<file path="src/rtl/txd_pkg.sv">
package txd_pkg;

    localparam int unsigned WORD_W   = 32;
    localparam int unsigned LEN_W    = 11;
    localparam int unsigned DESC_B   = 8;

    localparam int unsigned F_USED   = 31;
    localparam int unsigned F_WRAP   = 30;
    localparam int unsigned F_UNDR   = 28;
    localparam int unsigned F_EXH    = 27;
    localparam int unsigned F_LAST   = 15;

    localparam int unsigned CTL_EN   = 3;
    localparam int unsigned CTL_GO   = 9;
    localparam int unsigned STS_DONE = 5;

    typedef enum logic [2:0] {
        S_IDLE,
        S_RD_STAT,
        S_RD_ADDR,
        S_RD_BUF,
        S_SEND,
        S_WB
    } txd_state_e;

    typedef enum logic [1:0] {
        WB_OK,
        WB_EXH,
        WB_UNDR
    } wb_kind_e;

    function automatic logic [WORD_W-1:0] wb_word(input logic [WORD_W-1:0] orig,
                                                  input wb_kind_e kind);
        logic [WORD_W-1:0] w;
        w = orig;
        w[F_USED] = 1'b1;
        if (kind == WB_EXH)  w[F_EXH]  = 1'b1;
        if (kind == WB_UNDR) w[F_UNDR] = 1'b1;
        return w;
    endfunction

endpackage

</file>
<file path="src/rtl/txd_qptr.sv">
module txd_qptr #(
    parameter int unsigned AW   = 32,
    parameter int unsigned STEP = 8
) (
    input  logic          clk,
    input  logic          rst,
    input  logic [AW-1:0] base,
    input  logic          reload,
    input  logic          step,
    input  logic          wrap,
    output logic [AW-1:0] ptr
);
    always_ff @(posedge clk) begin
        if (rst)         ptr <= '0;
        else if (reload) ptr <= base;
        else if (step)   ptr <= wrap ? base : ptr + AW'(STEP);
    end
endmodule

</file>
<file path="src/rtl/txd_ser.sv">
module txd_ser #(
    parameter int unsigned NB = 4,
    parameter int unsigned CW = $clog2(NB + 1)
) (
    input  logic            clk,
    input  logic            rst,
    input  logic            load,
    input  logic [8*NB-1:0] word,
    input  logic [CW-1:0]   count,
    input  logic            pop,
    input  logic            flush,
    output logic [7:0]      byte_o,
    output logic            avail,
    output logic            last_one
);
    logic [8*NB-1:0] word_q;
    logic [CW-1:0]   cnt_q;

    always_ff @(posedge clk) begin
        if (rst || flush) begin
            word_q <= '0;
            cnt_q  <= '0;
        end else if (load) begin
            word_q <= word;
            cnt_q  <= count;
        end else if (pop && cnt_q != '0) begin
            word_q <= word_q >> 8;
            cnt_q  <= cnt_q - CW'(1);
        end
    end

    assign byte_o   = word_q[7:0];
    assign avail    = (cnt_q != '0);
    assign last_one = (cnt_q == CW'(1));


    cnt_le_chk: assert property (@(posedge clk) disable iff (rst)
        cnt_q <= CW'(NB));
endmodule

</file>
<file path="src/rtl/txd_done.sv">
module txd_done (
    input  logic clk,
    input  logic rst,
    input  logic set,
    input  logic clr,
    output logic done
);
    always_ff @(posedge clk) begin
        if (rst)      done <= 1'b0;
        else if (set) done <= 1'b1;
        else if (clr) done <= 1'b0;
    end
endmodule

</file>
<file path="src/rtl/tx_desc_engine.sv">
module tx_desc_engine
    import txd_pkg::*;
#(
    parameter int unsigned AW = 32
) (
    input  logic              clk,
    input  logic              rst,
    input  logic              ctl_wr,
    input  logic [31:0]       ctl_wdata,
    input  logic [AW-1:0]     q_base,
    input  logic              sts_wr,
    input  logic [31:0]       sts_wdata,
    output logic [31:0]       sts_rdata,
    output logic              mem_req,
    output logic              mem_we,
    output logic [AW-1:0]     mem_addr,
    output logic [WORD_W-1:0] mem_wdata,
    input  logic              mem_ack,
    input  logic [WORD_W-1:0] mem_rdata,
    output logic              tx_valid,
    input  logic              tx_ready,
    output logic [7:0]        tx_data,
    output logic              tx_sof,
    output logic              tx_eof,
    input  logic              mac_underrun
);
    localparam int unsigned NB = WORD_W / 8;
    localparam int unsigned CW = $clog2(NB + 1);

    txd_state_e        state;
    wb_kind_e          wb_kind;
    logic              en_q;
    logic [AW-1:0]     buf_addr;
    logic [LEN_W-1:0]  rem;
    logic              cur_last;
    logic              wrap_q;
    logic              in_frame;
    logic [AW-1:0]     first_ptr;
    logic [WORD_W-1:0] first_stat;
    logic              sof_pend;
    logic              uf_q;

    logic [AW-1:0]     ptr;
    logic              ser_avail;
    logic              ser_last;
    logic [7:0]        ser_byte;
    logic              done;
    logic [CW-1:0]     take;

    logic start, dis, abort, fire, buf_done, ptr_reload, wb_ok_ack;
    logic unused_bits;

    assign unused_bits = ^{ctl_wdata, sts_wdata};

    assign dis       = ctl_wr && !ctl_wdata[CTL_EN];
    assign start     = ctl_wr && ctl_wdata[CTL_GO] && ctl_wdata[CTL_EN] && en_q && state == S_IDLE;
    assign abort     = in_frame && (uf_q || mac_underrun);
    assign tx_valid  = (state == S_SEND) && ser_avail && !abort;
    assign fire      = tx_valid && tx_ready;
    assign tx_data   = ser_byte;
    assign tx_sof    = tx_valid && sof_pend;
    assign tx_eof    = tx_valid && cur_last && (rem == '0) && ser_last;
    assign wb_ok_ack = (state == S_WB) && mem_ack && (wb_kind == WB_OK);

    always_comb begin
        take = (rem >= LEN_W'(NB)) ? CW'(NB) : rem[CW-1:0];
    end

    assign buf_done = !dis && (rem == '0) && !abort &&
                      (((state == S_RD_ADDR) && mem_ack) ||
                       ((state == S_SEND) && !ser_avail));

    assign ptr_reload = !en_q || ((state == S_WB) && mem_ack && (wb_kind != WB_OK));

    // Memory master
    always_comb begin
        mem_req  = 1'b0;
        mem_we   = 1'b0;
        mem_addr = '0;
        unique case (state)
            S_RD_STAT: begin mem_req = 1'b1; mem_addr = ptr + AW'(4); end
            S_RD_ADDR: begin mem_req = 1'b1; mem_addr = ptr; end
            S_RD_BUF:  begin mem_req = 1'b1; mem_addr = buf_addr; end
            S_WB:      begin mem_req = 1'b1; mem_we = 1'b1; mem_addr = first_ptr + AW'(4); end
            default:   ;
        endcase
    end
    assign mem_wdata = wb_word(first_stat, wb_kind);

    // Sequencer
    always_ff @(posedge clk) begin
        if (rst) begin
            en_q       <= 1'b0;
            state      <= S_IDLE;
            wb_kind    <= WB_OK;
            buf_addr   <= '0;
            rem        <= '0;
            cur_last   <= 1'b0;
            wrap_q     <= 1'b0;
            in_frame   <= 1'b0;
            first_ptr  <= '0;
            first_stat <= '0;
            sof_pend   <= 1'b0;
            uf_q       <= 1'b0;
        end else begin
            if (ctl_wr) en_q <= ctl_wdata[CTL_EN];
            if (fire) sof_pend <= 1'b0;
            if (mac_underrun && in_frame && state != S_WB) uf_q <= 1'b1;
            if (dis) begin
                state    <= S_IDLE;
                in_frame <= 1'b0;
                uf_q     <= 1'b0;
                sof_pend <= 1'b0;
            end else begin
                unique case (state)
                    S_IDLE: if (start) state <= S_RD_STAT;
                    S_RD_STAT: if (mem_ack) begin
                        if (abort) begin
                            wb_kind <= WB_UNDR;
                            state   <= S_WB;
                        end else if (mem_rdata[F_USED]) begin
                            if (in_frame) begin
                                wb_kind <= WB_EXH;
                                state   <= S_WB;
                            end else begin
                                state <= S_IDLE;
                            end
                        end else begin
                            if (!in_frame) begin
                                in_frame   <= 1'b1;
                                first_ptr  <= ptr;
                                first_stat <= mem_rdata;
                                sof_pend   <= 1'b1;
                            end
                            cur_last <= mem_rdata[F_LAST];
                            wrap_q   <= mem_rdata[F_WRAP];
                            rem      <= mem_rdata[LEN_W-1:0];
                            state    <= S_RD_ADDR;
                        end
                    end
                    S_RD_ADDR: if (mem_ack) begin
                        if (abort) begin
                            wb_kind <= WB_UNDR;
                            state   <= S_WB;
                        end else begin
                            buf_addr <= AW'(mem_rdata) & ~AW'(3);
                            if (rem != '0) begin
                                state <= S_RD_BUF;
                            end else begin
                                wb_kind <= WB_OK;
                                state   <= cur_last ? S_WB : S_RD_STAT;
                            end
                        end
                    end
                    S_RD_BUF: if (mem_ack) begin
                        if (abort) begin
                            wb_kind <= WB_UNDR;
                            state   <= S_WB;
                        end else begin
                            rem      <= rem - LEN_W'(take);
                            buf_addr <= buf_addr + AW'(NB);
                            state    <= S_SEND;
                        end
                    end
                    S_SEND: begin
                        if (abort) begin
                            wb_kind <= WB_UNDR;
                            state   <= S_WB;
                        end else if (!ser_avail) begin
                            if (rem != '0) begin
                                state <= S_RD_BUF;
                            end else begin
                                wb_kind <= WB_OK;
                                state   <= cur_last ? S_WB : S_RD_STAT;
                            end
                        end
                    end
                    S_WB: if (mem_ack) begin
                        in_frame <= 1'b0;
                        uf_q     <= 1'b0;
                        state    <= (wb_kind == WB_OK) ? S_RD_STAT : S_IDLE;
                    end
                    default: state <= S_IDLE;
                endcase
            end
        end
    end

    txd_qptr #(.AW(AW), .STEP(DESC_B)) u_qptr (
        .clk    (clk),
        .rst    (rst),
        .base   (q_base),
        .reload (ptr_reload),
        .step   (buf_done),
        .wrap   (wrap_q),
        .ptr    (ptr)
    );

    txd_ser #(.NB(NB), .CW(CW)) u_ser (
        .clk      (clk),
        .rst      (rst),
        .load     ((state == S_RD_BUF) && mem_ack && !abort && !dis),
        .word     (mem_rdata),
        .count    (take),
        .pop      (fire),
        .flush    (dis || ((state == S_SEND) && abort)),
        .byte_o   (ser_byte),
        .avail    (ser_avail),
        .last_one (ser_last)
    );

    txd_done u_done (
        .clk  (clk),
        .rst  (rst),
        .set  (wb_ok_ack),
        .clr  (sts_wr && sts_wdata[STS_DONE]),
        .done (done)
    );

    always_comb begin
        sts_rdata           = '0;
        sts_rdata[STS_DONE] = done;
    end


    mem_hold_chk: assert property (@(posedge clk) disable iff (rst)
        (mem_req && !mem_ack && !dis) |=> (mem_req && $stable(mem_addr) && $stable(mem_we)));


    done_src_chk: assert property (@(posedge clk) disable iff (rst)
        $rose(done) |-> $past(mem_req && mem_we && mem_ack));


    ptr_base_chk: assert property (@(posedge clk) disable iff (rst)
        $fell(en_q) |=> (ptr == q_base));


    valid_en_chk: assert property (@(posedge clk) disable iff (rst)
        tx_valid |-> en_q);


    undr_gate_chk: assert property (@(posedge clk) disable iff (rst)
        uf_q |-> !tx_valid);

endmodule

</file>
<file path="config.mk">
export PLATFORM = sky130hd
export DESIGN_NAME = tx_desc_engine
export DESIGN_NICKNAME = d
export VERILOG_FILES = /design/src/rtl/txd_pkg.sv /design/src/rtl/txd_qptr.sv /design/src/rtl/txd_ser.sv /design/src/rtl/txd_done.sv /design/src/rtl/tx_desc_engine.sv
export SDC_FILE = /design/constraint.sdc
export NUM_CORES = 1
export LEC_CHECK = 0
export BUFFER_PORTS_ARGS = -buffer_cell sky130_fd_sc_hd__buf_4
export CAP_MARGIN = 20
export CORE_UTILIZATION = 52
export CTS_BUF_LIST = sky130_fd_sc_hd__clkbuf_8
export DETAILED_ROUTE_END_ITERATION = 6
export GPL_TIMING_DRIVEN = 0
export MAX_ROUTING_LAYER = met4
export PLACE_DENSITY = 0.8
export SYNTH_ARGS = -nofsm -noshare
export SYNTH_HDL_FRONTEND = slang
export SYNTH_HIERARCHICAL = 1
export SYNTH_SLANG_ARGS = --single-unit
</file>
<file path="constraint.sdc">
create_clock -name clk -period 2.9 [get_ports clk]
set_input_delay 0.145 -clock clk [delete_from_list [all_inputs] [get_ports clk]]
set_output_delay 0.145 -clock clk [all_outputs]
set_load 0.05 [all_outputs]
</file>
==> flow_summary.toml <==
[min_path]
hp-class = "input port to register"
min-delay-start = "q_base[15]"

[grt]
grt_pass1_wl_um = 72040
grt_max_degree = 20
grt_pass1_vias = 13000
antenna_found_initial = 1
grt.total_usage_pct = 40.43
grt.overflow.total = 0

[route]
route.detailed.drc = 14
drt_iter0_drc = 1797
drt_wl_total_um = 48360
wire_per_inst_um = 22.18
via_count = 14250
dr.pass1.iters = 7
via_per_inst = 6.538
drtAntennaViolNets = 0

[sta]
worstMarginPinSlew_ns = 0.8991
fin_ws_ns = -0.1799
slew_violations = 0
finClkSkew_ns = 0.01633
fmax_ghz = 0.3247
fin_crit_sh_pct = 106.2
finalSetupTns_ns = -1.208
fin_crit_ns = 3.080
max_slew_margin_pct = 40.06
rsz0062_at_grt = "yes"
hold_viol = 0
setup_viol = 13

[job]
maxCapViolCount = 0

[power]
total_power_mw = 5.392
p_comb_share_pct = 15.0
p_int_mw = 3.616
pwr_density_cell_nw_per_um2 = 345.1
swShare_pct = 32.94
clock_power_share_pct = 35.3
ir_drop_mv = 0.2333
pwr-share-seq_pct = 49.7
leakagePower_nw = 5.792
p_sw_mw = 1.777

[synthesis]
syn_inst = 1585
synth_edf_count = 0
netlist_top_cells_area = "dfxtp_1 31%, nand2_1 8.0%, a21oi_1 6.0%"
netlist_area_um2 = 11940
ys_warn_count = 6
synth_seq_area_share_pct = 30.69
synthArstFlopShare_pct = 0
synth_seq_cells = 183
synth_top_area_share_pct = 30.69
synth_flop_cell = "dfxtp_1"
syn_area_per_cell_um2 = 7.532
yosys-top-cells-count = "254 x nand2_1, 183 x dfxtp_1, 144 x a21oi_1, 89 x o21ai_0, 84 x nor2_1"
synth.distinct_cells = 94
yosys.area.top_type = "dfxtp_1"
yosysMostFrequentCell = "nand2_1"

[critical_path]
r2r-start = "u_ser/cnt_q[0]"
cpMostUsedCell = "buf_6"
cpMaxStageDelayCell = "or4_4"
crit_start = "state[2]"
crit_arrival_ns = 2.93
crit_type = "register to primary output"
start_kind = "register"
path_cells = "buf_6 > nand3b_4 > inv_6 > buf_8 > or4_4 > a222oi_1 > buf_4 > a21oi_2 > o32ai_2 > buf_6"
cp.required_ns = 2.76
cp_top_family = "buffers and inverters"
critPathCaptureType = "primary output"
crit_fanout = 7
cp.buffers_inverters = 5
max_stage_delay_ns = 0.53

[floorplan]
die_height_um = 153.5
die_x_um = 153.5
boundaryPins = 244
die_area_um2 = 23570
coreArea_um2 = 22570
start_util_pct = 52.89
num_rows = 55

[clock_network]
tritoncts = "built"
path_clk_slew_ns = 0.12
htree_num_levels = 4
clk_latency_ns = 0.50
root_buffer = "clkbuf_8"
cts_max_path_buffers = 2
numCtsBuffers = 17
numClockSinks = 183

[outcome]
status = "finished, violations left"
violations = "DRC, setup timing"

[cells_and_area]
seq_area_um2 = 3707
instances_no_fill = 2180
multi_input_area_um2 = 7699
nets = 2024
area_growth_pct = 30.90
finish.utilization_pct = 69.23
drive_above_1_share_pct = 25.87
fillers = 1861

[placement]
place_hpwl_um = 33690
io_buffers = 149
post-place-cells = 2051
globalplace.congestion = 1.048
registers in the layout, indices dropped and copies added, names as in the netlist:
signal and flops:
u_done/done 1, en_q 1, wb_kind 2, state 3, u_ser/word_q 32, uf_q 1
first_stat 31, u_qptr/ptr 32, cur_last 1, sof_pend 1, rem 11, in_frame 1
wrap_q 1, first_ptr 32, u_ser/cnt_q 3, buf_addr 30
cell usage in the layout (no fill, tap or decap), types with 12 or more instances in the layout:
| cell | count |
|---|---|
| o211ai_1 | 20 |
| a21oi_1 | 143 |
| buf_4 | 240 |
| and4_1 | 12 |
| dfxtp_1 | 160 |
| o22ai_1 | 18 |
| mux2i_1 | 52 |
| buf_6 | 33 |
| nor3_1 | 29 |
| a22oi_1 | 14 |
| conb_1 | 34 |
| clkbuf_2 | 13 |
| and3_1 | 13 |
| o21ai_0 | 86 |
| nand3_1 | 69 |
| nor2_1 | 82 |
| a211oi_1 | 27 |
| a31oi_1 | 38 |
| clkbuf_8 | 17 |
| inv_1 | 16 |
| dfxtp_2 | 17 |
| nor4_1 | 25 |
| nand4_1 | 31 |
| and2_1 | 15 |
| clkbuf_1 | 43 |
| nand2_1 | 247 |
| buf_2 | 32 |
| dlygate4sd3_1 | 62 |
worst paths after layout:
path | endpoint | slack [ns] | depth (start not counted)
min | u_qptr/ptr[15] | 0.02 | 4
max reg2reg | u_qptr/ptr[24] | 0 | 13
max | mem_addr[29] | -0.18 | 10
min reg2reg | first_stat[25] | 0.46 | 2
layout make-up:
type	count	share of cell area, %
flip-flops and latches	183	23.72
repair buffers	249	13.56
clock inverters	15	1.201
well taps	285	2.282
clock buffers	17	1.497
inverters	22	0.5605
multi-input cells	1221	49.27
plain buffers	187	7.895
diodes	1	0.01601
power by group through the flow:
stage | registers, mW | logic (mW) | clock network (mW)
global route | 2.69 | 0.843 | 2.00
floorplan | 2.68 | 0.456 | 0
CTS | 2.67 | 0.760 | 1.90
detailed placement | 2.72 | 0.677 | 0
global placement | 2.72 | 0.672 | 0
finish | 2.68 | 0.808 | 1.90
stage by stage:
step	setup slack, ns	hold WS (ns)	instance area, um^2
floorplan	0.002153	0.2074	12160
global placement	-1.008	0.3725	13630
detailed placement	-1.032	0.3882	13630
CTS	-0.1411	0.0006504	15220
global route	-0.2331	0.01439	15630
finish	-0.1799	0.02180	15630
logic make-up after synthesis:
family | share of synthesized area [%]
muxes | 5.482
other | 0.06291
AOI/OAI and AO/OA | 25.50
adders and majority gates | 0.8385
buffers and inverters | 10.08
xor gates and xnor gates | 1.541
DFF | 30.69
and+or+nand+nor | 25.80
worst register-to-register path: stages (launching register included):
cell	delay, ns
dfxtp_2	0.36
inv_2	0.07
ha_2	0.19
nor2b_4	0.18
inv_2	0.09
buf_4	0.19
o22ai_1	0.18
nand3_1	0.15
nor3_4	0.31
buf_6	0.16
inv_1	0.10
nor3_1	0.50
o311ai_0	0.25
o221ai_1	0.11
layer usage:
layer	part of all wire, %	up-vias	global-route usage (%)	wire, um
li1	-	6346	-	-
met1	37	6604	49.10	18110
met2	46	1084	62.77	22040
met3	12	219	7.948	5745
met4	5.1	0	22.71	2471
met5	0	-	-	0
repair_timing:
item,4_1_cts,5_1_grt
endpoints found under the hold margin,92,0
resized for setup,103,97
hold buffers,62,0
pin swaps,24,26
endpoints found under the setup margin,159,145
buffers inserted,26,12
(Power assumes the default switching activity.)
